## config.mk

```make
export PLATFORM = sky130hd
export DESIGN_NAME = uart_regfile
export DESIGN_NICKNAME = d
export VERILOG_FILES = /design/src/rtl/uart_regs_pkg.sv /design/src/rtl/uart_cmd_decode.sv /design/src/rtl/uart_rx_fifo.sv /design/src/rtl/uart_tx_ctrl.sv /design/src/rtl/uart_regfile.sv
export SDC_FILE = /design/constraint.sdc
export NUM_CORES = 1
export LEC_CHECK = 0
export CORE_MARGIN = 2
export CORE_UTILIZATION = 30
export CTS_CLUSTER_DIAMETER = 200
export DETAILED_ROUTE_END_ITERATION = 10
export PLACE_DENSITY = 0.62
export SYNTH_ARGS = -nofsm -noshare
export SYNTH_HDL_FRONTEND = slang
export SYNTH_SLANG_ARGS = --single-unit
export TNS_END_PERCENT = 20
```

## constraint.sdc

```tcl
create_clock -name clk -period 3 [get_ports clk]
set_clock_uncertainty 0.05 [all_clocks]
set_input_delay 0.6 -clock clk [delete_from_list [all_inputs] [get_ports clk]]
set_output_delay 0.6 -clock clk [all_outputs]
set_load 0.1 [all_outputs]
```

## src/rtl/uart_regs_pkg.sv

```systemverilog
package uart_regs_pkg;

    localparam int OFS_W = 6;
    localparam int DW    = 8;

    localparam logic [OFS_W-1:0] OFS_MODE  = 6'h00;
    localparam logic [OFS_W-1:0] OFS_STAT  = 6'h04;
    localparam logic [OFS_W-1:0] OFS_CMD   = 6'h08;
    localparam logic [OFS_W-1:0] OFS_DATA  = 6'h0C;
    localparam logic [OFS_W-1:0] OFS_IRQ   = 6'h14;
    localparam logic [OFS_W-1:0] OFS_BAUDA = 6'h18;
    localparam logic [OFS_W-1:0] OFS_BAUDB = 6'h1C;

    // mode register 0 bit that selects full instead of not-empty for the rx interrupt
    localparam int MODE_RXSEL_BIT = 6;

    typedef enum logic [1:0] {
        TXS_OFF_EMPTY,
        TXS_OFF_HELD,
        TXS_ON_EMPTY,
        TXS_ON_SEND
    } tx_state_e;

    typedef struct packed {
        logic ptr_rst;
        logic rx_rst;
        logic tx_rst;
        logic brk_clr;
        logic tx_en;
        logic tx_dis;
        logic rx_en;
        logic rx_dis;
    } cmd_t;

endpackage

```

## src/rtl/uart_cmd_decode.sv

```systemverilog
module uart_cmd_decode
    import uart_regs_pkg::*;
(
    input  logic       cmd_wr,
    input  logic [6:0] cmd_byte,
    output cmd_t       cmd
);

    always_comb begin
        cmd = '0;
        if (cmd_wr) begin
            unique case (cmd_byte[6:4])
                3'd1:    cmd.ptr_rst = 1'b1;
                3'd2:    cmd.rx_rst  = 1'b1;
                3'd3:    cmd.tx_rst  = 1'b1;
                3'd5:    cmd.brk_clr = 1'b1;
                default: ;
            endcase
            unique case (cmd_byte[3:2])
                2'd1:    cmd.tx_en  = 1'b1;
                2'd2:    cmd.tx_dis = 1'b1;
                default: ;
            endcase
            unique case (cmd_byte[1:0])
                2'd1:    cmd.rx_en  = 1'b1;
                2'd2:    cmd.rx_dis = 1'b1;
                default: ;
            endcase
        end
    end

endmodule

```

## src/rtl/uart_rx_fifo.sv

```systemverilog
module uart_rx_fifo #(
    parameter int DEPTH = 4,
    parameter int WIDTH = 8
) (
    input  logic             clk,
    input  logic             rst_n,
    input  logic             flush,
    input  logic             push,
    input  logic [WIDTH-1:0] push_data,
    input  logic             brk_push,
    input  logic             pop,
    output logic [WIDTH-1:0] head,
    output logic             not_empty,
    output logic             full
);

    localparam int CW = $clog2(DEPTH + 1);

    logic [WIDTH-1:0] mem_q [DEPTH];
    logic [WIDTH-1:0] mem_d [DEPTH];
    logic [CW-1:0]    cnt_q, cnt_d, slot;

    always_comb begin
        mem_d = mem_q;
        cnt_d = cnt_q;
        slot  = '0;
        if (pop && cnt_q != '0) begin
            for (int i = 0; i < DEPTH - 1; i++) mem_d[i] = mem_q[i+1];
            cnt_d = cnt_q - 1'b1;
        end
        if (brk_push) begin
            // full FIFO: the break byte replaces the newest entry
            slot = (cnt_d == CW'(DEPTH)) ? CW'(DEPTH - 1) : cnt_d;
            for (int i = 0; i < DEPTH; i++)
                if (CW'(i) == slot) mem_d[i] = '0;
            cnt_d = slot + 1'b1;
        end else if (push && cnt_d < CW'(DEPTH)) begin
            for (int i = 0; i < DEPTH; i++)
                if (CW'(i) == cnt_d) mem_d[i] = push_data;
            cnt_d = cnt_d + 1'b1;
        end
        if (flush) cnt_d = '0;
    end

    always_ff @(posedge clk or negedge rst_n) begin
        if (!rst_n) begin
            cnt_q <= '0;
            for (int i = 0; i < DEPTH; i++) mem_q[i] <= '0;
        end else begin
            cnt_q <= cnt_d;
            mem_q <= mem_d;
        end
    end

    assign head      = mem_q[0];
    assign not_empty = (cnt_q != '0);
    assign full      = (cnt_q == CW'(DEPTH));

endmodule

```

## src/rtl/uart_tx_ctrl.sv

```systemverilog
module uart_tx_ctrl
    import uart_regs_pkg::*;
#(
    parameter int WIDTH = 8
) (
    input  logic             clk,
    input  logic             rst_n,
    input  logic             en_cmd,
    input  logic             dis_cmd,
    input  logic             rst_cmd,
    input  logic             load,
    input  logic [WIDTH-1:0] load_data,
    input  logic             tx_ready,
    output logic             tx_valid,
    output logic [WIDTH-1:0] tx_data,
    output logic             tx_rdy,
    output logic             tx_emp
);

    tx_state_e        state_q, state_d;
    logic [WIDTH-1:0] data_q;
    logic             en_nx, pend_nx;

    always_ff @(posedge clk or negedge rst_n) begin
        if (!rst_n) state_q <= TXS_OFF_EMPTY;
        else        state_q <= state_d;
    end

    always_ff @(posedge clk or negedge rst_n) begin
        if (!rst_n)    data_q <= '0;
        else if (load) data_q <= load_data;
    end

    always_comb begin
        en_nx   = en_cmd ? 1'b1 : ((dis_cmd || rst_cmd) ? 1'b0 : tx_rdy);
        pend_nx = load ? 1'b1 :
                  (rst_cmd || (tx_valid && tx_ready)) ? 1'b0 : !tx_emp;
        unique case ({en_nx, pend_nx})
            2'b00: state_d = TXS_OFF_EMPTY;
            2'b01: state_d = TXS_OFF_HELD;
            2'b10: state_d = TXS_ON_EMPTY;
            2'b11: state_d = TXS_ON_SEND;
        endcase
    end

    always_comb begin
        unique case (state_q)
            TXS_OFF_EMPTY: begin tx_valid = 1'b0; tx_rdy = 1'b0; tx_emp = 1'b1; end
            TXS_OFF_HELD:  begin tx_valid = 1'b0; tx_rdy = 1'b0; tx_emp = 1'b0; end
            TXS_ON_EMPTY:  begin tx_valid = 1'b0; tx_rdy = 1'b1; tx_emp = 1'b1; end
            TXS_ON_SEND:   begin tx_valid = 1'b1; tx_rdy = 1'b1; tx_emp = 1'b0; end
        endcase
    end

    assign tx_data = data_q;

endmodule

```

## src/rtl/uart_regfile.sv

```systemverilog
module uart_regfile
    import uart_regs_pkg::*;
#(
    parameter int         FIFO_DEPTH = 4,
    parameter logic [7:0] BAUD_A     = 8'h00,
    parameter logic [7:0] BAUD_B     = 8'h00
) (
    input  logic       clk,
    input  logic       rst_n,
    input  logic [5:0] bus_addr,
    input  logic       bus_wr,
    input  logic       bus_rd,
    input  logic [7:0] bus_wdata,
    output logic [7:0] bus_rdata,
    output logic       irq_out,
    output logic       tx_valid,
    output logic [7:0] tx_data,
    input  logic       tx_ready,
    input  logic       rx_valid,
    input  logic [7:0] rx_data,
    output logic       rx_ready,
    input  logic       rx_break
);

    cmd_t          cmd;
    logic [DW-1:0] mode_q [2];
    logic          ptr_q, rx_en_q, brk_q;
    logic [DW-1:0] mask_q, rdata_q, rd_mux, status, isr;
    logic [DW-1:0] rx_head;
    logic          rx_nonempty, rx_full, tx_rdy, tx_emp;
    logic          wr_mode, wr_cmd, wr_data, wr_mask, rd_pop;

    assign wr_mode = bus_wr && (bus_addr == OFS_MODE);
    assign wr_cmd  = bus_wr && (bus_addr == OFS_CMD);
    assign wr_data = bus_wr && (bus_addr == OFS_DATA);
    assign wr_mask = bus_wr && (bus_addr == OFS_IRQ);
    assign rd_pop  = bus_rd && (bus_addr == OFS_DATA);

    uart_cmd_decode u_cmd (
        .cmd_wr   (wr_cmd),
        .cmd_byte (bus_wdata[6:0]),
        .cmd      (cmd)
    );

    uart_tx_ctrl #(.WIDTH(DW)) u_tx (
        .clk       (clk),
        .rst_n     (rst_n),
        .en_cmd    (cmd.tx_en),
        .dis_cmd   (cmd.tx_dis),
        .rst_cmd   (cmd.tx_rst),
        .load      (wr_data),
        .load_data (bus_wdata),
        .tx_ready  (tx_ready),
        .tx_valid  (tx_valid),
        .tx_data   (tx_data),
        .tx_rdy    (tx_rdy),
        .tx_emp    (tx_emp)
    );

    assign rx_ready = rx_en_q && !rx_full && !rx_break;

    uart_rx_fifo #(.DEPTH(FIFO_DEPTH), .WIDTH(DW)) u_rxq (
        .clk       (clk),
        .rst_n     (rst_n),
        .flush     (cmd.rx_rst),
        .push      (rx_valid && rx_ready),
        .push_data (rx_data),
        .brk_push  (rx_break),
        .pop       (rd_pop),
        .head      (rx_head),
        .not_empty (rx_nonempty),
        .full      (rx_full)
    );

    always_ff @(posedge clk or negedge rst_n) begin
        if (!rst_n) begin
            mode_q[0] <= '0;
            mode_q[1] <= '0;
            ptr_q     <= 1'b0;
            rx_en_q   <= 1'b0;
            brk_q     <= 1'b0;
            mask_q    <= '0;
            rdata_q   <= '0;
        end else begin
            if (wr_mode) begin
                mode_q[ptr_q] <= bus_wdata;
                ptr_q         <= 1'b1;
            end else if (cmd.ptr_rst) begin
                ptr_q <= 1'b0;
            end
            if (cmd.rx_en)                     rx_en_q <= 1'b1;
            else if (cmd.rx_dis || cmd.rx_rst) rx_en_q <= 1'b0;
            if (rx_break)         brk_q <= 1'b1;
            else if (cmd.brk_clr) brk_q <= 1'b0;
            if (wr_mask) mask_q  <= bus_wdata;
            if (bus_rd)  rdata_q <= rd_mux;
        end
    end

    assign status = {4'b0000, tx_emp, tx_rdy, rx_full, rx_nonempty};
    assign isr    = {5'b00000, brk_q,
                     (mode_q[0][MODE_RXSEL_BIT] ? rx_full : rx_nonempty), tx_rdy};

    always_comb begin
        unique case (bus_addr)
            OFS_MODE:  rd_mux = mode_q[ptr_q];
            OFS_STAT:  rd_mux = status;
            OFS_DATA:  rd_mux = rx_nonempty ? rx_head : '0;
            OFS_IRQ:   rd_mux = isr;
            OFS_BAUDA: rd_mux = BAUD_A;
            OFS_BAUDB: rd_mux = BAUD_B;
            default:   rd_mux = '0;
        endcase
    end

    assign bus_rdata = rdata_q;
    assign irq_out   = |(isr & mask_q);

endmodule

```

==> metrics.txt <==
cells traversed along the worst timing path=clkdlybuf4s50_1 -> nand3_1 -> nor3_4 -> buf_6 -> xnor2_4 -> ha_4 -> nand2_1 -> o211a_1 -> o22ai_2 -> inv_2 -> ha_4 -> o211ai_4 -> o211a_1; number of top-level pins=48; core area=13,100 um^2; WL final=9.93 mm; Hold Violations, Final=0; Max-Cap Viols=0; sequential element share of the synthesized area=47.3%; Layout Nets=475; layout cell share with drive strength beyond 1=30.1%; EDFF count, synth=0; worst hold-check path type=in -> async; Warnings, synthesis=0; area share of the leading cell type in the synthesized netlist=47.3%; Commonest cells post-synth=sky130_fd_sc_hd__dfrtp_1 (75), sky130_fd_sc_hd__nand2_1 (44), sky130_fd_sc_hd__mux2i_1 (33); Final HPWL DP=7.05 mm; Area Growth Syn to Fin=34.1%; final setup fails=0; ANT nets after route=0; synth top area cells=sky130_fd_sc_hd__dfrtp_1 (47%), sky130_fd_sc_hd__mux2_2 (8.5%), sky130_fd_sc_hd__mux2i_1 (8.3%); CTS Hold Buffers Added=0; share of flip-flops with an asynchronous set or reset=100%; most numerous cell in the Yosys netlist=sky130_fd_sc_hd__dfrtp_1; number of standard cells in the final layout excluding fillers=615; number of iterations in the first detailed-routing pass=4; flop and latch count out of synthesis=75; number of violations reported at the end of detailed-routing iteration 0=187; global route overflow=0; largest voltage drop on the vdd net=0.326 mV; Power Density=766 nW/um^2; CTS max path bufs=2; remaining max-slew budget at the tightest pin=34.6%; register clock-pin slew on the reported worst setup and hold paths=0.06 ns; detailed-route vias per instance=4.97; die boundary width=119 um; slew of the pin with the lowest slew margin=0.981 ns; later-pin clock latency in the skew report=0.33 ns; unique cell type count in the Yosys netlist=48; Net Count, Synth=392; CTS tree=done; launching element type of the critical path=primary input; Max Freq=0.346 GHz; initial antenna violation count=0; cell accounting for the most synthesized area=sky130_fd_sc_hd__dfrtp_1; class of the most critical setup path=in -> reg; largest net degree at the start of global routing=76; count of clock tree sinks=75; final critical path time including I/O delays and setup=2.89 ns; count of vias placed by the detailed router=3,056; maximum net fanout on the critical path=8; P_leak=2.63 nW; number of I/O port buffers=47; largest stage delay on the critical path=0.50 ns; critical path's slowest cell=sky130_fd_sc_hd__clkdlybuf4s50_1; ANT cells=0; DRC=0; final cell utilization of the core=40.6%; category of the worst setup path capture point=flip-flop; number of H-tree levels=3; clock buffers created by TritonCTS=9; Post-Syn Instances=352; Most used DFF post-synth=sky130_fd_sc_hd__dfrtp_1; via count of the first global-routing pass=3,253; Std-Cell Rows=42; syn_area_per_cell=11.3 um^2; routed length per instance=16.1 um; Die Ht=119 um; global-route wire length before repair=16.4 mm; combined area of all synthesized cells=3970 um^2; buffer type at the clock tree root=sky130_fd_sc_hd__clkbuf_16; Inst Count DP=596; Initial Utilization=30.3%; CP Data Required Time=3.21 ns; worst path arrival time=3.10 ns; kind of cell with the highest combined delay on the critical path=compound AO/OA/AOI/OAI gates; number of pins exceeding their max-slew limit in the final report=0; Buf/Inv on CP=3; post-route clock period utilization=96.3%; overall routing resource usage=14.5%; weighted congestion reported at the end of routability-driven placement=0.795; outcome=finished clean; die area=14,200 um^2
## layer usage
layer / wire (um) / part of all wire (%) / track usage [%] / vias to the layer above
met3: 350 / 3.5 / 2.83 / 8
li1: - / - / - / 1452
met4: 103 / 1.0 / 3.79 / 0
met1: 4490 / 45 / 19.1 / 1547
met2: 4980 / 50 / 24.5 / 49
met5: 0 / 0 / 0 / -
## cell families after synthesis
| group | count (synthesis) | share of synthesized area (%) |
|---|---|---|
| DFF | 75 | 47.3 |
| buffers and inverters | 30 | 3.19 |
| AOI/OAI and AO/OA | 75 | 15.3 |
| and+or+nand+nor | 92 | 12.2 |
| xor gates and xnor gates | 3 | 0.852 |
| muxes | 66 | 17.7 |
| adders and majority gates | 11 | 3.47 |
## through the flow
stage	instance area (um^2)	power, mW	TNS (ns)	worst slack [ns]	hold WS [ns]
6_report	5320	4.07	0	0.110	0.354
3_3_place_gp	4900	2.76	-17.20	-0.528	0.414
2_1_floorplan	4010	2.28	-2.11	-0.0968	0.254
5_1_grt	5320	4.33	-0.00577	-0.00577	0.451
4_1_cts	5260	3.99	0	0.0157	0.417
3_5_place_dp	4900	2.80	-20.35	-0.620	0.433
## placed cells by master, fill, tap and decap left out, types with 3 or more instances in the layout
master,n
sky130_fd_sc_hd__o211a_1,25
sky130_fd_sc_hd__ha_1,6
sky130_fd_sc_hd__mux2_1,3
sky130_fd_sc_hd__buf_4,53
sky130_fd_sc_hd__nor2_1,12
sky130_fd_sc_hd__o211ai_1,4
sky130_fd_sc_hd__a221oi_1,3
sky130_fd_sc_hd__nor2b_1,5
sky130_fd_sc_hd__o22ai_1,10
sky130_fd_sc_hd__nand2b_1,3
sky130_fd_sc_hd__clkdlybuf4s50_1,23
sky130_fd_sc_hd__a21oi_1,6
sky130_fd_sc_hd__buf_12,5
sky130_fd_sc_hd__mux2i_1,32
sky130_fd_sc_hd__o211ai_4,3
sky130_fd_sc_hd__ha_4,3
sky130_fd_sc_hd__dfrtp_1,75
sky130_fd_sc_hd__clkbuf_2,3
sky130_fd_sc_hd__nand2_1,43
sky130_fd_sc_hd__inv_1,14
sky130_fd_sc_hd__a22oi_1,6
sky130_fd_sc_hd__clkbuf_16,9
sky130_fd_sc_hd__o21ai_0,6
sky130_fd_sc_hd__nand3_1,6
sky130_fd_sc_hd__mux2_2,29
## cell type report
type,count,area (um^2)
fill,1243,7770
clock buffer,11,253
multi-input combinational,247,2090
sequential,75,1880
clock inverter,4,50.0
inverter,16,60.1
timing repair buffer,86,764
tap,176,220
## path summary, 6_finish.rpt
check                                         startpoint                          end  slack (ns)  cells past startpoint
min in group clk                   mode_q[9]$_DFFE_PN0P_        mode_q[9]$_DFFE_PN0P_        0.44                      1
max in group asynchronous                          rst_n            brk_q$_DFFE_PN0P_        1.89                      1
worst min register to register     mode_q[9]$_DFFE_PN0P_        mode_q[9]$_DFFE_PN0P_        0.44                      1
worst min-delay path                               rst_n  u_tx.tx_data[5]$_DFFE_PN0P_        0.35                      1
worst max-delay path                         bus_addr[2]      u_rxq.head[5]$_DFF_PN0_        0.11                     13
worst max register to register  u_rxq.cnt_q[0]$_DFF_PN0_      u_rxq.head[5]$_DFF_PN0_        0.27                     14
## registers in the layout (all words and copies together), names as in the netlist
| name | count |
|---|---|
| u_rxq.mem_q | 24 |
| mode_q | 16 |
| bus_rdata | 8 |
| u_rxq.head | 8 |
| u_tx.tx_data | 8 |
| mask_q | 3 |
| u_rxq.cnt_q | 3 |
| u_tx.state_q | 2 |
| brk_q | 1 |
| ptr_q | 1 |
| rx_en_q | 1 |
## where the power goes
group | switching (mW) | total, mW | internal [mW]
Combinational | 0.874 | 1.65 | 0.773
Sequential | 0.128 | 1.34 | 1.22
Clock | 0.400 | 1.08 | 0.683
Total | 1.40 | 4.07 | 2.67
## what timing repair did
| item | 4_1_cts | 5_1_grt |
|---|---|---|
| resized for setup | 15 | 17 |
| pin swaps | 8 | 8 |
| setup buffers | 1 | 3 |
| setup endpoints to repair | 34 | 34 |
Note: power is estimated with default switching activity, not from simulation.
